==> config.mk <==
export PLATFORM = sky130hd
export DESIGN_NAME = booth_mult
export DESIGN_NICKNAME = d
export VERILOG_FILES = /design/src/rtl/booth_mult_pkg.sv /design/src/rtl/booth_encoder.sv /design/src/rtl/booth_row.sv /design/src/rtl/booth_csa_tree.sv /design/src/rtl/booth_mult.sv
export SDC_FILE = /design/constraint.sdc
export NUM_CORES = 1
export LEC_CHECK = 0
export BUFFER_PORTS_ARGS = -buffer_cell sky130_fd_sc_hd__buf_4
export CELL_PAD_IN_SITES_DETAIL_PLACEMENT = 0
export CELL_PAD_IN_SITES_GLOBAL_PLACEMENT = 2
export CORE_UTILIZATION = 38
export CTS_BUF_LIST = sky130_fd_sc_hd__clkbuf_16
export DETAILED_ROUTE_END_ITERATION = 10
export PLACE_DENSITY_LB_ADDON = 0.1
export SETUP_SLACK_MARGIN = 0.05
export SYNTH_ARGS = -nofsm -noshare
export SYNTH_HDL_FRONTEND = slang
export SYNTH_SLANG_ARGS = --single-unit
==> constraint.sdc <==
create_clock -name clk -period 11.9 [get_ports clk]
set_clock_uncertainty 0.2 [all_clocks]
set_input_delay 1.19 -clock clk [delete_from_list [all_inputs] [get_ports clk]]
set_output_delay 1.19 -clock clk [all_outputs]
set_load 0.01 [all_outputs]
==> src/rtl/booth_mult_pkg.sv <==
`timescale 1ns/1ps
package booth_mult_pkg;

  // Control word produced by one Booth encoder.
  typedef struct packed {
    logic one;  // select 1x multiplicand
    logic two;  // select 2x multiplicand
    logic neg;  // negate the selected multiple
  } booth_ctl_t;

  // Number of encoders needed for a multiplier of width bw.
  // Unsigned operands need one extra window so the zero above the MSB is seen as positive.
  function automatic int enc_count(input int bw, input bit sgn);
    return sgn ? (bw + 1) / 2 : (bw / 2) + 1;
  endfunction

endpackage

==> src/rtl/booth_encoder.sv <==
`timescale 1ns/1ps
module booth_encoder
  import booth_mult_pkg::*;
(
  input  logic [2:0]  trio,
  output booth_ctl_t  ctl
);

  always_comb begin
    ctl = '0;
    unique case (trio)
      3'b001, 3'b010: ctl.one = 1'b1;
      3'b011:         ctl.two = 1'b1;
      3'b100:         begin ctl.two = 1'b1; ctl.neg = 1'b1; end
      3'b101, 3'b110: begin ctl.one = 1'b1; ctl.neg = 1'b1; end
      default:        ctl = '0;   // 000 and 111 both select zero
    endcase
  end

endmodule

==> src/rtl/booth_row.sv <==
`timescale 1ns/1ps
module booth_row
  import booth_mult_pkg::*;
#(
  parameter int A_W         = 8,
  parameter int P_W         = 16,
  parameter int ROW         = 0,
  parameter bit SIGNED_MODE = 1'b1
) (
  input  logic [A_W-1:0] x,
  input  booth_ctl_t     ctl,
  output logic [P_W-1:0] row_bits
);

  localparam int SHIFT = 2 * ROW;
  localparam int EXT_W = A_W + 4;  // body (A_W+1) plus three tail bits

  logic [A_W:0]    pick;
  logic [A_W:0]    body;
  logic            ext_sign;
  logic [2:0]      tail;
  logic [EXT_W-1:0] ext;

  // Low A_W bits: choose x[j] for 1x or x[j-1] for 2x.
  always_comb begin
    for (int j = 0; j < A_W; j++) begin
      if (j == 0) pick[j] = ctl.one & x[0];
      else        pick[j] = (ctl.one & x[j]) | (ctl.two & x[j-1]);
    end
  end

  // Top body bit and row sign depend on the operand mode.
  generate
    if (SIGNED_MODE) begin : g_sgn
      assign pick[A_W] = (ctl.one | ctl.two) & x[A_W-1];
      assign ext_sign  = ctl.neg ^ ((ctl.one | ctl.two) & x[A_W-1]);
    end else begin : g_uns
      assign pick[A_W] = ctl.two & x[A_W-1];
      assign ext_sign  = ctl.neg;
    end
  endgenerate

  assign body = pick ^ {(A_W+1){ctl.neg}};

  // Tails, listed from the top bit down. Summed over all rows their constants cancel
  // modulo 2^P_W.
  generate
    if (ROW == 0) begin : g_first
      assign tail = {~ext_sign, ext_sign, ext_sign};
    end else begin : g_rest
      assign tail = {1'b0, 1'b1, ~ext_sign};
    end
  endgenerate

  assign ext = {tail, body};

  always_comb begin
    row_bits = '0;
    for (int j = 0; j < P_W; j++) begin
      if (j >= SHIFT && (j - SHIFT) < EXT_W) row_bits[j] = ext[j - SHIFT];
    end
  end

endmodule

==> src/rtl/booth_csa_tree.sv <==
`timescale 1ns/1ps
module booth_csa_tree #(
  parameter int P_W  = 16,
  parameter int N_IN = 5
) (
  input  logic [N_IN-1:0][P_W-1:0] terms,
  output logic [P_W-1:0]           sum_v,
  output logic [P_W-1:0]           carry_v
);

  logic [P_W-1:0] s_st [N_IN-1];
  logic [P_W-1:0] c_st [N_IN-1];

  assign s_st[0] = terms[0];
  assign c_st[0] = terms[1];

  // Linear carry-save array: each level folds one more term in.
  for (genvar k = 1; k < N_IN - 1; k++) begin : g_lvl
    assign s_st[k] = s_st[k-1] ^ c_st[k-1] ^ terms[k+1];
    assign c_st[k] = ((s_st[k-1] & c_st[k-1]) |
                      (s_st[k-1] & terms[k+1]) |
                      (c_st[k-1] & terms[k+1])) << 1;
  end

  assign sum_v   = s_st[N_IN-2];
  assign carry_v = c_st[N_IN-2];

endmodule

==> src/rtl/booth_mult.sv <==
`timescale 1ns/1ps
module booth_mult
  import booth_mult_pkg::*;
#(
  parameter int A_W         = 8,
  parameter int B_W         = 8,
  parameter bit SIGNED_MODE = 1'b1
) (
  input  logic               clk,
  input  logic               rst,
  input  logic [A_W-1:0]     a_in,
  input  logic [B_W-1:0]     b_in,
  output logic [A_W+B_W-1:0] product
);

  localparam int P_W    = A_W + B_W;
  localparam int N_ENC  = enc_count(B_W, SIGNED_MODE);
  localparam int YP_W   = 2 * N_ENC + 1;

  logic [YP_W-1:0]         y_pad;
  logic                    y_fill;
  logic [N_ENC-1:0]        sel_one, sel_two, sel_neg;
  logic [N_ENC:0][P_W-1:0] terms;
  logic [P_W-1:0]          corr;
  logic [P_W-1:0]          csa_sum, csa_carry;

  assign y_fill = SIGNED_MODE ? b_in[B_W-1] : 1'b0;

  // Bit 0 is the implicit zero below the LSB; bits above the MSB take the fill value.
  always_comb begin
    for (int i = 0; i < YP_W; i++) begin
      if (i == 0)        y_pad[i] = 1'b0;
      else if (i <= B_W) y_pad[i] = b_in[i-1];
      else               y_pad[i] = y_fill;
    end
  end

  for (genvar k = 0; k < N_ENC; k++) begin : g_enc
    booth_ctl_t ctl;

    booth_encoder u_enc (
      .trio (y_pad[2*k+2 : 2*k]),
      .ctl  (ctl)
    );

    assign sel_one[k] = ctl.one;
    assign sel_two[k] = ctl.two;
    assign sel_neg[k] = ctl.neg;

    booth_row #(
      .A_W         (A_W),
      .P_W         (P_W),
      .ROW         (k),
      .SIGNED_MODE (SIGNED_MODE)
    ) u_row (
      .x        (a_in),
      .ctl      (ctl),
      .row_bits (terms[k])
    );
  end

  // +1 completion of each negated row, placed at that row's lowest weight.
  always_comb begin
    corr = '0;
    for (int k = 0; k < N_ENC; k++) begin
      if (2 * k < P_W) corr[2*k] = sel_neg[k];
    end
  end

  assign terms[N_ENC] = corr;

  booth_csa_tree #(
    .P_W  (P_W),
    .N_IN (N_ENC + 1)
  ) u_csa (
    .terms   (terms),
    .sum_v   (csa_sum),
    .carry_v (csa_carry)
  );

  always_ff @(posedge clk) begin
    if (rst) product <= '0;
    else     product <= csa_sum + csa_carry;
  end

endmodule


==> results of run 1 <==
## logic make-up (layout without fill, tap and decap cells)
| family | count (synthesis) | count (layout) |
|---|---|---|
| xor gates and xnor gates | 42 | 42 |
| muxes | 3 | 3 |
| buffers and inverters | 41 | 62 |
| adders and majority gates | 49 | 49 |
| DFF | 16 | 16 |
| and+or+nand+nor | 63 | 63 |
| AOI/OAI and AO/OA | 72 | 72 |
## metal layers
metal | global-route usage (%) | up-vias
met4 | 3.16 | 0
met5 | 0 | -
met2 | 27.3 | 43
met3 | 2.97 | 4
met1 | 24.2 | 1032
li1 | - | 1046
## cell usage in the layout, fill, tap and decap left out, drive strengths merged, types with 3 or more instances in the layout
cell    instances
nor2b           5
nand4           3
o21ai          18
a21o            5
ha             32
a21oi          11
o31ai           3
xor2           28
nor2           25
dfxtp          16
nand2          17
fa             17
a22oi          13
buf            33
inv            25
clkbuf          3
xnor2          14
a221oi          8
## final cells by class
class | instances | area share [%]
clock buffer | 3 | 2.67
clock inverter | 1 | 0.134
inverter | 25 | 3.34
multi-input combinational | 229 | 70.3
sequential | 16 | 11.4
tap | 75 | 3.34
timing repair buffer | 33 | 8.83
## worst min path at each step
| stage | cells after the start | end | slack, ps |
|---|---|---|---|
| after global placement | 2 | product[14] | 1310 |
| after global routing | 2 | product[3] | 1070 |
| after floorplan | 2 | product[13] | 1190 |
| after detailed placement | 2 | product[12] | 1320 |
| after CTS | 2 | product[12] | 1060 |
| final | 2 | product[12] | 1060 |
## synth_stat cells (6+ instances only)
library cell	n	area share [%]
a221oi_1	8	2.9
a22oi_1	13	4.0
fa_1	17	14
a21oi_1	11	2.2
buf_1	6	0.92
dfxtp_1	16	13
xnor2_1	14	5.0
xor2_1	28	10
o21ai_0	17	3.5
clkbuf_1	8	1.2
inv_1	24	3.7
nor2_1	25	3.8
ha_1	32	16
nand2_1	17	2.6
## per-stage QoR
stage / setup WS (ps) / instance area (sq um) / util, % / std cells
after floorplan: 6550 / 2450 / - / 286
after global placement: 6350 / 2730 / 45.0 / 378
after detailed placement: 6280 / 2730 / 45.0 / 378
after CTS: 6530 / 2810 / 46.3 / 382
after global routing: 6310 / 2810 / 46.3 / 382
final: 6550 / 2810 / 46.3 / 382
## power breakdown
part           switching [uW]  internal (uW)
logic                     218            176
registers                4.64           74.4
clock network            21.7           44.6
total                     245            295
==> flow_summary.rst, run 1 <==
.. list-table::
   :header-rows: 1

   * - Metric
     - Value
   * - First element of the critical path
     - b_in[1]
   * - # Max-Cap Violations
     - 0
   * - Biggest regs
     - product: 16 flops
   * - Number of distinct library cell variants in the gate-level netlist after synthesis
     - 46
   * - Initial Utilization
     - about two fifths
   * - Maximum achievable frequency
     - 0.187 GHz
   * - Sequential area share after synthesis
     - between 10% and 20%
   * - Clock slew at reported path FFs
     - 50 ps
   * - Final RePlAce weighted congestion
     - roughly 0.77
   * - Cells along the critical path
     - buf_4, inv_1, nor3_1, a22oi_1, o21ai_0, fa_1, inv_1, fa_1, inv_1, fa_1, ha_1, a21o_2, a22o_4, a41oi_4, o21ai_1, mux2_2
   * - TritonCTS clock tree
     - done
   * - Starting DRC count in detailed routing
     - between 80 and 90
   * - Clock tree buffer depth
     - 2
   * - Count of inserted antenna diode cells
     - 0
   * - Global route total overflow
     - 0
   * - H-Tree Depth
     - 1
   * - Synth Area in Adders
     - a little under a third
   * - Cell chosen for the clock root
     - clkbuf_16
   * - RSZ-0062 raised after global routing
     - no
   * - PwrDens
     - 192 mW/mm^2
   * - DRC violations left
     - 0
   * - Total of flip-flops plus latches after synthesis
     - 16
   * - Netlist area before placement
     - about 0.0024 sq mm
   * - Fin crit share
     - about 45%
   * - Maximum single-stage delay on the critical path
     - approximately 550 ps
   * - Post-route met1 wirelength
     - roughly 2700 um
   * - Tot GR Track Use
     - around 17%
   * - Area of the die
     - approximately 0.0068 sq mm
   * - Min Tclk post-route
     - roughly 5300 ps
   * - Vias in the first global route
     - ~1800
   * - Static Leak
     - ~0.0013 uW
   * - Worst setup endpoint
     - product[15]
   * - CTS Hold Bufs
     - 0
   * - Number of buffer cells added on primary ports
     - 33
   * - Final-report hold violation count
     - 0
   * - Mux contribution to synthesized area
     - under 10%
   * - Die width
     - between 80 and 90 um
   * - Layout filler cell count
     - 640
   * - Core Rows
     - 28
   * - Highest ir drop seen on vdd
     - between 0.09 and 0.1 mV
   * - Synth async-reset ratio
     - 0%
   * - Number of sinks on the clock net
     - 16
   * - Pins Over Slew Limit
     - 0
   * - Critical Path Fanout Max
     - 14
   * - Area used by multi-input combinational logic
     - slightly below 0.002 sq mm
   * - Arrival time at the worst endpoint
     - between 5000 and 6000 ps
   * - Vias per inst
     - about 5.6
   * - Post-CTS Resized
     - 0
   * - Detail Route Antenna Nets
     - 0
   * - Worst min path class
     - in2reg
   * - Detailed-placement wirelength estimate
     - 4380 um
   * - Avg Inst Size Synth
     - approximately 8.6 sq um
   * - Launch point of the worst hold path
     - rst
   * - Met3 wire length
     - ~190 um
   * - Number of setup violations in the final report
     - 0
   * - Maximum number of pins on one net before global-route repair
     - 21
   * - Kind of cell adding the most delay to the critical path
     - adder cells
   * - Post-route total power
     - between 500 and 600 uW
   * - # IOs
     - 34
   * - Headroom to the max-slew limit
     - approximately half
   * - Post-detailed-routing wire length
     - 5550 um
   * - Worst-case hold slack
     - between 1000 and 1500 ps
   * - Simple logic cell fraction of the synthesized area
     - between 10% and 20%
   * - Fraction of synthesized cell area in xor and xnor cells
     - about 15%
   * - Type of destination of the critical path
     - register
   * - Antenna violations before repair
     - 0
   * - Vertical extent of the die
     - between 80 and 90 um
   * - Complex-gate fraction of the synthesized area
     - 21.5%
   * - Highest routed metal layer
     - met4
   * - Worst path bufs/invs
     - 4
   * - First-pass GRT wire length
     - 8680 um
   * - Slowest cell on the critical path
     - nor3_1
   * - Total Negative Setup Slacks
     - 0 ps
   * - FF/Latch Area
     - 320 sq um
   * - Post-synth EDFFs
     - 0
   * - CTS buffer count
     - 3
   * - Critical Path RT
     - 11840 ps
   * - Status
     - finished, final reports clean
   * - Number of nets produced by synthesis
     - 353
   * - Routed WL per cell
     - about 15 um
   * - Worst Tran Pin Value
     - 731 ps
   * - Syn. warnings
     - 0
   * - Area of the core region
     - between 0.006 and 0.007 sq mm
   * - Number of iterations in the first detailed-routing pass
     - 4
   * - Share of cells above drive strength 1
     - 16.3%
   * - Main flop type after synthesis
     - dfxtp_1
   * - Via total after detailed routing
     - approximately 2100
   * - Launching element type of the critical path
     - input port
   * - Met2 wirelength from detailed routing
     - 2590 um
   * - Crit path depth
     - 16
   * - Setup CP Type
     - in2reg
   * - Most flop-heavy register
     - product
   * - Postcts setup bufs
     - 0
   * - Post-synthesis instance total
     - between 200 and 300
   * - Dominant combinational cell family by area after synthesis
     - adder cells
   * - Final #Nets
     - 375
   * - Flip-flop count of the largest register, all copies and words added
     - 16
   * - Layout overhead on the synthesized area
     - 14.6%
No activity file was read; power rests on OpenSTA's default activity.
==> run 2, diff against run 1 <==
Settings changed: ABC_AREA set to 1, CORE_UTILIZATION 38 to 30.
Clock period 11.9 ns to 4.35 ns, I/O delays scaled along.
==> run 2 against run 1 <==
  * Via count increased by 5.0%
  * Power increased to 3.3 times the previous value
  * Core utilization decreased by 9.0 points
  * Die area increased by 31%
  * Cell area increased by 9.4%
  * Sequential share of layout area decreased by 0.98 points
  * Area after synthesis increased by 3.8%
  * Sequential cell count unchanged
  * Wire length increased by 11%
  * Critical path type unchanged
==> flow_summary.rst, run 2 <==
.. list-table::
   :header-rows: 1

   * - Metric
     - Value
   * - Status
     - finished, final reports clean
   * - Cell chosen for the clock root
     - clkbuf_16
   * - Antenna violations before repair
     - 0 (unchanged)
   * - Commonest non-fill, non-tap cell in the layout
     - nand2_1
   * - Clock tree buffer depth
     - 2 (unchanged)
   * - Final RePlAce weighted congestion
     - 0.776 (+0.99%)
   * - Critical Path Fanout Max
     - 5 (-9)
   * - Biggest regs
     - product: 16 flops
   * - Core Rows
     - 33 (+18%)
   * - Starting DRC count in detailed routing
     - 47 (-45%)
   * - Post-synthesis cell type with the largest combined area
     - ha_1
   * - RSZ-0062 raised after global routing
     - no
   * - Netlist area before placement
     - 0.00254 sq mm (+3.8%)
   * - Sequential area share after synthesis
     - 12.6% (-0.48 points)
   * - Number of sinks on the clock net
     - 16 (unchanged)
   * - Tot GR Track Use
     - 15.3% (-1.9 points)
   * - Most flop-heavy register
     - product
   * - # IOs
     - 34 (unchanged)
   * - First-pass GRT wire length
     - 10600 um (+22%)
   * - Launching element type of the critical path
     - input port
   * - Initial Utilization
     - 30.9% (-9.5 points)
   * - Static Leak
     - 0.00169 uW (+28%)
   * - Postcts setup bufs
     - 0 (unchanged)
   * - Headroom to the max-slew limit
     - 72.5% (+22 points)
   * - Detailed-placement wirelength estimate
     - 5370 um (+23%)
   * - Vias per inst
     - 4.47 (-20%)
   * - Avg Inst Size Synth
     - 7.30 sq um (-15%)
   * - Maximum achievable frequency
     - 0.253 GHz
   * - Routed WL per cell
     - 12.3 um (-15%)
   * - CTS buffer count
     - 3 (unchanged)
   * - Setup CP Type
     - in2reg
   * - Area of the core region
     - 0.00822 sq mm (+36%)
   * - Total Negative Setup Slacks
     - 0 ps (unchanged)
   * - Post-detailed-routing wire length
     - 6160 um (+11%)
   * - Die width
     - 94.0 um (+14%)
   * - Critical Path RT
     - 4290 ps (-7550 ps)
   * - Count of inserted antenna diode cells
     - 0 (unchanged)
   * - FF/Latch Area
     - 320 sq um (unchanged)
   * - Main flop type after synthesis
     - dfxtp_1
   * - Global route total overflow
     - 0 (unchanged)
   * - TritonCTS clock tree
     - done
   * - Flip-flop count of the largest register, all copies and words added
     - 16 (unchanged)
   * - Number of nets produced by synthesis
     - 415 (+18%)
   * - Detail Route Antenna Nets
     - 0 (unchanged)
   * - Placed cell count
     - 495 (+31%)
   * - Number of buffer cells added on primary ports
     - 33 (unchanged)
   * - Area fraction of the dominant cell type after synthesis
     - 15.8% (-0.60 points)
   * - Area of the die
     - 0.00884 sq mm (+31%)
   * - Share of cells above drive strength 1
     - 18.5% (+2.2 points)
   * - Layout filler cell count
     - 890 (+39%)
   * - Worst-case hold slack
     - 169 ps (-893 ps)
   * - Min Tclk post-route
     - just under 4000 ps
   * - Area used by multi-input combinational logic
     - 0.00196 sq mm (-0.76%)
   * - Vias in the first global route
     - 2296 (+30%)
   * - Clock slew at reported path FFs
     - 50 ps (about the same)
   * - Total of flip-flops plus latches after synthesis
     - 16 (unchanged)
   * - # Max-Cap Violations
     - 0 (unchanged)
   * - PwrDens
     - 589 mW/mm^2 (+210%)
   * - Core occupancy in the finished layout
     - 37.4% (-9.0 points)
   * - CTS Hold Bufs
     - 0 (unchanged)
   * - Number of iterations in the first detailed-routing pass
     - 4 (unchanged)
   * - Highest-count cells in the layout ignoring fill and taps
     - nand2_1, inv_1, buf_4, ha_1
   * - DRC violations left
     - 0 (unchanged)
   * - Arrival time at the worst endpoint
     - 3890 ps (-1400 ps)
   * - Final #Nets
     - 462 (+23%)
   * - Layout overhead on the synthesized area
     - 20.8%
   * - Maximum number of pins on one net before global-route repair
     - 14 (-33%)
   * - Number of distinct library cell variants in the gate-level netlist after synthesis
     - 30 (-35%)
   * - Pins Over Slew Limit
     - 0 (unchanged)
   * - Syn. warnings
     - 0 (unchanged)
   * - Synth async-reset ratio
     - 0% (unchanged)
   * - Type of destination of the critical path
     - register
   * - Cell depth of the worst hold path
     - 2 (unchanged)
   * - Via total after detailed routing
     - 2231 (+5.0%)
   * - Post-CTS Resized
     - 0 (unchanged)
   * - Launch point of the worst hold path
     - rst
   * - Highest ir drop seen on vdd
     - 0.209 mV (+110%)
   * - Hold endpoint
     - product[1]
   * - Post-layout instance count excluding filler cells
     - 499 (+31%)
   * - Number of setup violations in the final report
     - 0 (unchanged)
   * - Final-report hold violation count
     - 0 (unchanged)
   * - Worst Tran Pin Value
     - 412 ps (-319 ps)
   * - Vertical extent of the die
     - 94.0 um (+14%)
   * - Worst min path class
     - in2reg
   * - Post-synthesis instance total
     - 348 (+22%)
   * - Post-route total power
     - 1810 uW (+230%)
   * - Most common cell in the synthesized netlist
     - nand2_1
   * - H-Tree Depth
     - 1 (unchanged)
   * - List of most frequent post-synthesis cells
     - nand2_1, inv_1, ha_1, nor2_1, xor2_1
   * - Leading post-synthesis cells by cell area
     - ha_1, fa_1, dfxtp_1
   * - Fin crit share
     - between 90% and 100%
   * - Post-synth EDFFs
     - 0 (unchanged)
run 2: changes by cell type in the layout (fill, tap and decap cells not counted), sizes merged, moves of 6 or more:
cell,previous run,this run
inv,25,65
a22oi,13,1
a221oi,8,0
xnor2,14,2
nor2,25,31
buf,33,45
o21ai,18,11
nand2,17,83
o22ai,1,27
run 2: how the worst max path moves through the flow:
stage	startpoint	to
after global placement	b_in[3]	product[12]
after global routing	b_in[3]	product[12]
after floorplan	b_in[1]	product[15]
after detailed placement	b_in[3]	product[15]
after CTS	b_in[3]	product[15]
final	b_in[3]	product[15]
run 2: power breakdown:
group | total (uW) | internal [uW] | switching, uW | leakage [uW]
Combinational | 1400 | 557 | 848 | 0.00152
Clock | 185 | 122 | 62.9 | 0.0000385
Sequential | 219 | 207 | 12.4 | 0.000133
Total | 1810 | 886 | 923 | 0.00169
run 2: metrics by stage:
step | area [sq um] | setup slack [ps]
2_1_floorplan | 2540 | 424
3_3_place_gp | 2990 | 150
3_5_place_dp | 2990 | 118
4_1_cts | 3070 | 376
5_1_grt | 3070 | 108
6_report | 3070 | 402
run 2: logic make-up (layout without fill, tap and decap cells):
| logic type | count (synthesis) | in the layout | share of synthesized area, % |
|---|---|---|---|
| buffers and inverters | 68 | 114 | 10.4 |
| AO/OA/AOI/OAI | 56 | 56 | 14.8 |
| adder cells (fa/ha/maj) | 49 | 49 | 29.1 |
| flip-flops | 16 | 16 | 12.6 |
| AND/OR/NAND/NOR | 128 | 128 | 22.4 |
| XOR/XNOR | 31 | 31 | 10.7 |
run 2: layout make-up:
type	count	area share, %
Clock inverter	1	0.122
Multi-Input combinational cell	264	63.8
Timing Repair Buffer	45	11.0
Inverter	65	7.95
Sequential cell	16	10.4
Clock buffer	3	2.45
Tap cell	105	4.28
run 2: layer usage:
layer  share of wire [%]  global-route usage [%]  wire (um)
met5                   0                       0          0
met4                 1.4                    3.97         89
met3                 2.2                   0.971        136
met2                  47                    27.8       2920
met1                  49                    19.4       3010
run 2: worst max-delay path, cell delays in order:
cell      delay (ps)
buf_4            150
or2_4            240
nand2_1           90
nand2_2           70
o22ai_1          140
xor2_1           130
fa_1             540
inv_1             50
fa_1             470
inv_1             50
fa_1             470
ha_1             360
nand2_1           90
nand3b_1         160
nand2_1          140
nand2_1           90
a21oi_1          150
nor2_1            60
==> run 3, diff against run 2 <==
Settings changed: REMOVE_ABC_BUFFERS set to 1.
==> run 3 against run 2 <==
  * Non-clock buffer count is 1 higher
  * Clock power about the same
  * Clock-buffer cell count stayed put
  * Cell area is 0.24% higher
  * Critical path depth stayed put
  * Highest routed layer unchanged
  * Core utilization is 0.091 points higher
  * Wire length rose by 0.55%
  * Global-route usage rose by 0.058 points
  * Worst setup slack got worse by 46 ps
==> flow_summary.rst, run 3 (synthesis gave the netlist of run 2 again) <==
.. list-table::
   :header-rows: 1

   * - Metric
     - Value
   * - RSZ-0062 raised after global routing
     - no
   * - Setup CP Type
     - in2reg
   * - Post-CTS Resized
     - 0 (unchanged)
   * - Initial Utilization
     - 30.9% (unchanged)
   * - Launching element type of the critical path
     - input port
   * - Critical Path RT
     - 4290 ps (about the same)
   * - Fraction of power consumed by the clock network
     - 10.2% (about the same)
   * - Number of iterations in the first detailed-routing pass
     - 4 (unchanged)
   * - H-Tree Depth
     - 1 (unchanged)
   * - Most flop-heavy register
     - product
   * - Worst Tran Pin Value
     - 453 ps (+41.1 ps)
   * - Worst-case hold slack
     - 166 ps (-3.17 ps)
   * - Maximum single-stage delay on the critical path
     - 540 ps (about the same)
   * - Worst min path class
     - in2reg
   * - PwrDens
     - 590 mW/mm^2 (about the same)
   * - Via total after detailed routing
     - 2252 (+0.94%)
   * - Share of total power consumed by net switching
     - 51.0% (about the same)
   * - Final-report hold violation count
     - 0 (unchanged)
   * - Type of destination of the critical path
     - register
   * - Cells along the critical path
     - buf_4, or2_4, nand2_1, nand2_2, o22ai_1, xor2_1, fa_1, inv_1, fa_1, inv_1, fa_1, ha_1, nand2_1, nand3b_1, nand2_1, nand2_1, a21oi_1, nor2_1
   * - Number of setup violations in the final report
     - 0 (unchanged)
   * - Core Rows
     - 33 (unchanged)
   * - Highest-count cells in the layout ignoring fill and taps
     - nand2_1, inv_1, buf_4, ha_1
   * - Global route total overflow
     - 0 (unchanged)
   * - Headroom to the max-slew limit
     - 69.5% (-3.0 points)
   * - Biggest regs
     - product: 16 flops
   * - Min Tclk post-route
     - 3990 ps (+45.7 ps)
   * - Clock slew at reported path FFs
     - 50 ps (about the same)
   * - # IOs
     - 34 (unchanged)
   * - Static Leak
     - 0.00170 uW (+0.30%)
   * - Layout overhead on the synthesized area
     - 21.1%
   * - Detail Route Antenna Nets
     - 0 (unchanged)
   * - Detailed-placement wirelength estimate
     - 5450 um (+1.6%)
   * - Relative contribution of sequential cells to total power
     - 12.0% (about the same)
   * - Fin crit share
     - 91.8% (+1.0 points)
   * - Maximum number of pins on one net before global-route repair
     - 14 (unchanged)
   * - Reported net switching power
     - 926 uW (+0.29%)
   * - Area of the die
     - 0.00884 sq mm (unchanged)
   * - Postcts setup bufs
     - 0 (unchanged)
   * - Maximum achievable frequency
     - 0.250 GHz (-1.1%)
   * - CTS Hold Bufs
     - 0 (unchanged)
   * - First-pass GRT wire length
     - 10600 um (+0.53%)
   * - DRC violations left
     - 0 (unchanged)
   * - Flip-flop count of the largest register, all copies and words added
     - 16 (unchanged)
   * - Pins Over Slew Limit
     - 0 (unchanged)
   * - Area of the core region
     - 0.00822 sq mm (unchanged)
   * - Final RePlAce weighted congestion
     - 0.763 (-1.7%)
   * - Combinational fraction of design power
     - 77.8% (about the same)
   * - Internal power of the cells
     - 889 uW (+0.34%)
   * - Status
     - finished, final reports clean
   * - Share of cells above drive strength 1
     - 18.7% (+0.21 points)
   * - Commonest non-fill, non-tap cell in the layout
     - nand2_1
   * - Routed WL per cell
     - 12.4 um (+0.35%)
   * - CTS buffer count
     - 3 (unchanged)
   * - Crit-path most repeated cell
     - nand2_1
   * - Arrival time at the worst endpoint
     - 3940 ps (+50 ps)
   * - Tot GR Track Use
     - 15.3% (+0.058 points)
   * - Total Negative Setup Slacks
     - 0 ps (unchanged)
   * - Die width
     - 94.0 um (unchanged)
   * - Number of sinks on the clock net
     - 16 (unchanged)
   * - Highest ir drop seen on vdd
     - 0.189 mV (-9.6%)
   * - Post-detailed-routing wire length
     - 6200 um (+0.55%)
   * - Final #Nets
     - 463 (+0.22%)
   * - Number of buffer cells added on primary ports
     - 33 (unchanged)
   * - Clock tree buffer depth
     - 2 (unchanged)
   * - Vias per inst
     - 4.50 (+0.74%)
   * - Starting DRC count in detailed routing
     - 54 (+15%)
   * - Critical Path Fanout Max
     - 7 (+2)
   * - Count of inserted antenna diode cells
     - 0 (unchanged)
   * - Cell chosen for the clock root
     - clkbuf_16
   * - Vertical extent of the die
     - 94.0 um (unchanged)
   * - TritonCTS clock tree
     - done
   * - Slowest cell on the critical path
     - fa_1
   * - Antenna violations before repair
     - 0 (unchanged)
   * - Vias in the first global route
     - 2203 (-4.1%)
   * - # Max-Cap Violations
     - 0 (unchanged)
## run 3: changes by cell type in the layout (fill, tap and decap cells not counted)
cell	before	now
buf_4	45	46
## run 3: final timing paths
check	start	end	slack [ps]	depth (start not counted)
max	b_in[3]	product[15]	360	18
min	rst	product[2]	170	2
## run 3: stage by stage
step                area [sq um]  instances  power, uW  setup WS [ps]  utilization (%)
floorplan                   2520        345       1270            519                -
global placement            3000        496       1660           85.4             36.5
detailed placement          3000        496       1650           49.5             36.5
CTS                         3080        500       1850            318             37.4
global route                3080        500       2080           80.9             37.4
finish                      3080        500       1810            357             37.4
## run 3: layout make-up
cell class / count / area (sq um)
Clock inverter: 1 / 3.75
Multi-Input combinational cell: 264 / 1960
Sequential cell: 16 / 320
Timing Repair Buffer: 46 / 345
Fill cell: 885 / 5140
Tap cell: 105 / 131
Inverter: 65 / 244
Clock buffer: 3 / 75.1
## run 3: worst max-delay path: cells and delay by family
family | cells | cell delay (ps)
fa+ha+maj | 4 | 1840
xor+xnor | 1 | 120
buf+inv | 3 | 240
simple gates | 8 | 980
compound gates | 2 | 320
## run 3: power by group through the flow
stage | Sequential, uW | Combinational, uW | Clock (uW)
floorplan | 252 | 1020 | 0
global placement | 222 | 1430 | 0
detailed placement | 223 | 1430 | 0
CTS | 220 | 1450 | 189
global route | 225 | 1660 | 199
finish | 219 | 1410 | 184
## run 3: per-layer routing
layer	routed length, um	share of wire [%]	global-route usage (%)
met1	2950	48	19.3
met2	3060	49	28.3
met3	150	2.4	1.29
met4	36	0.58	3.08
met5	0	0	0
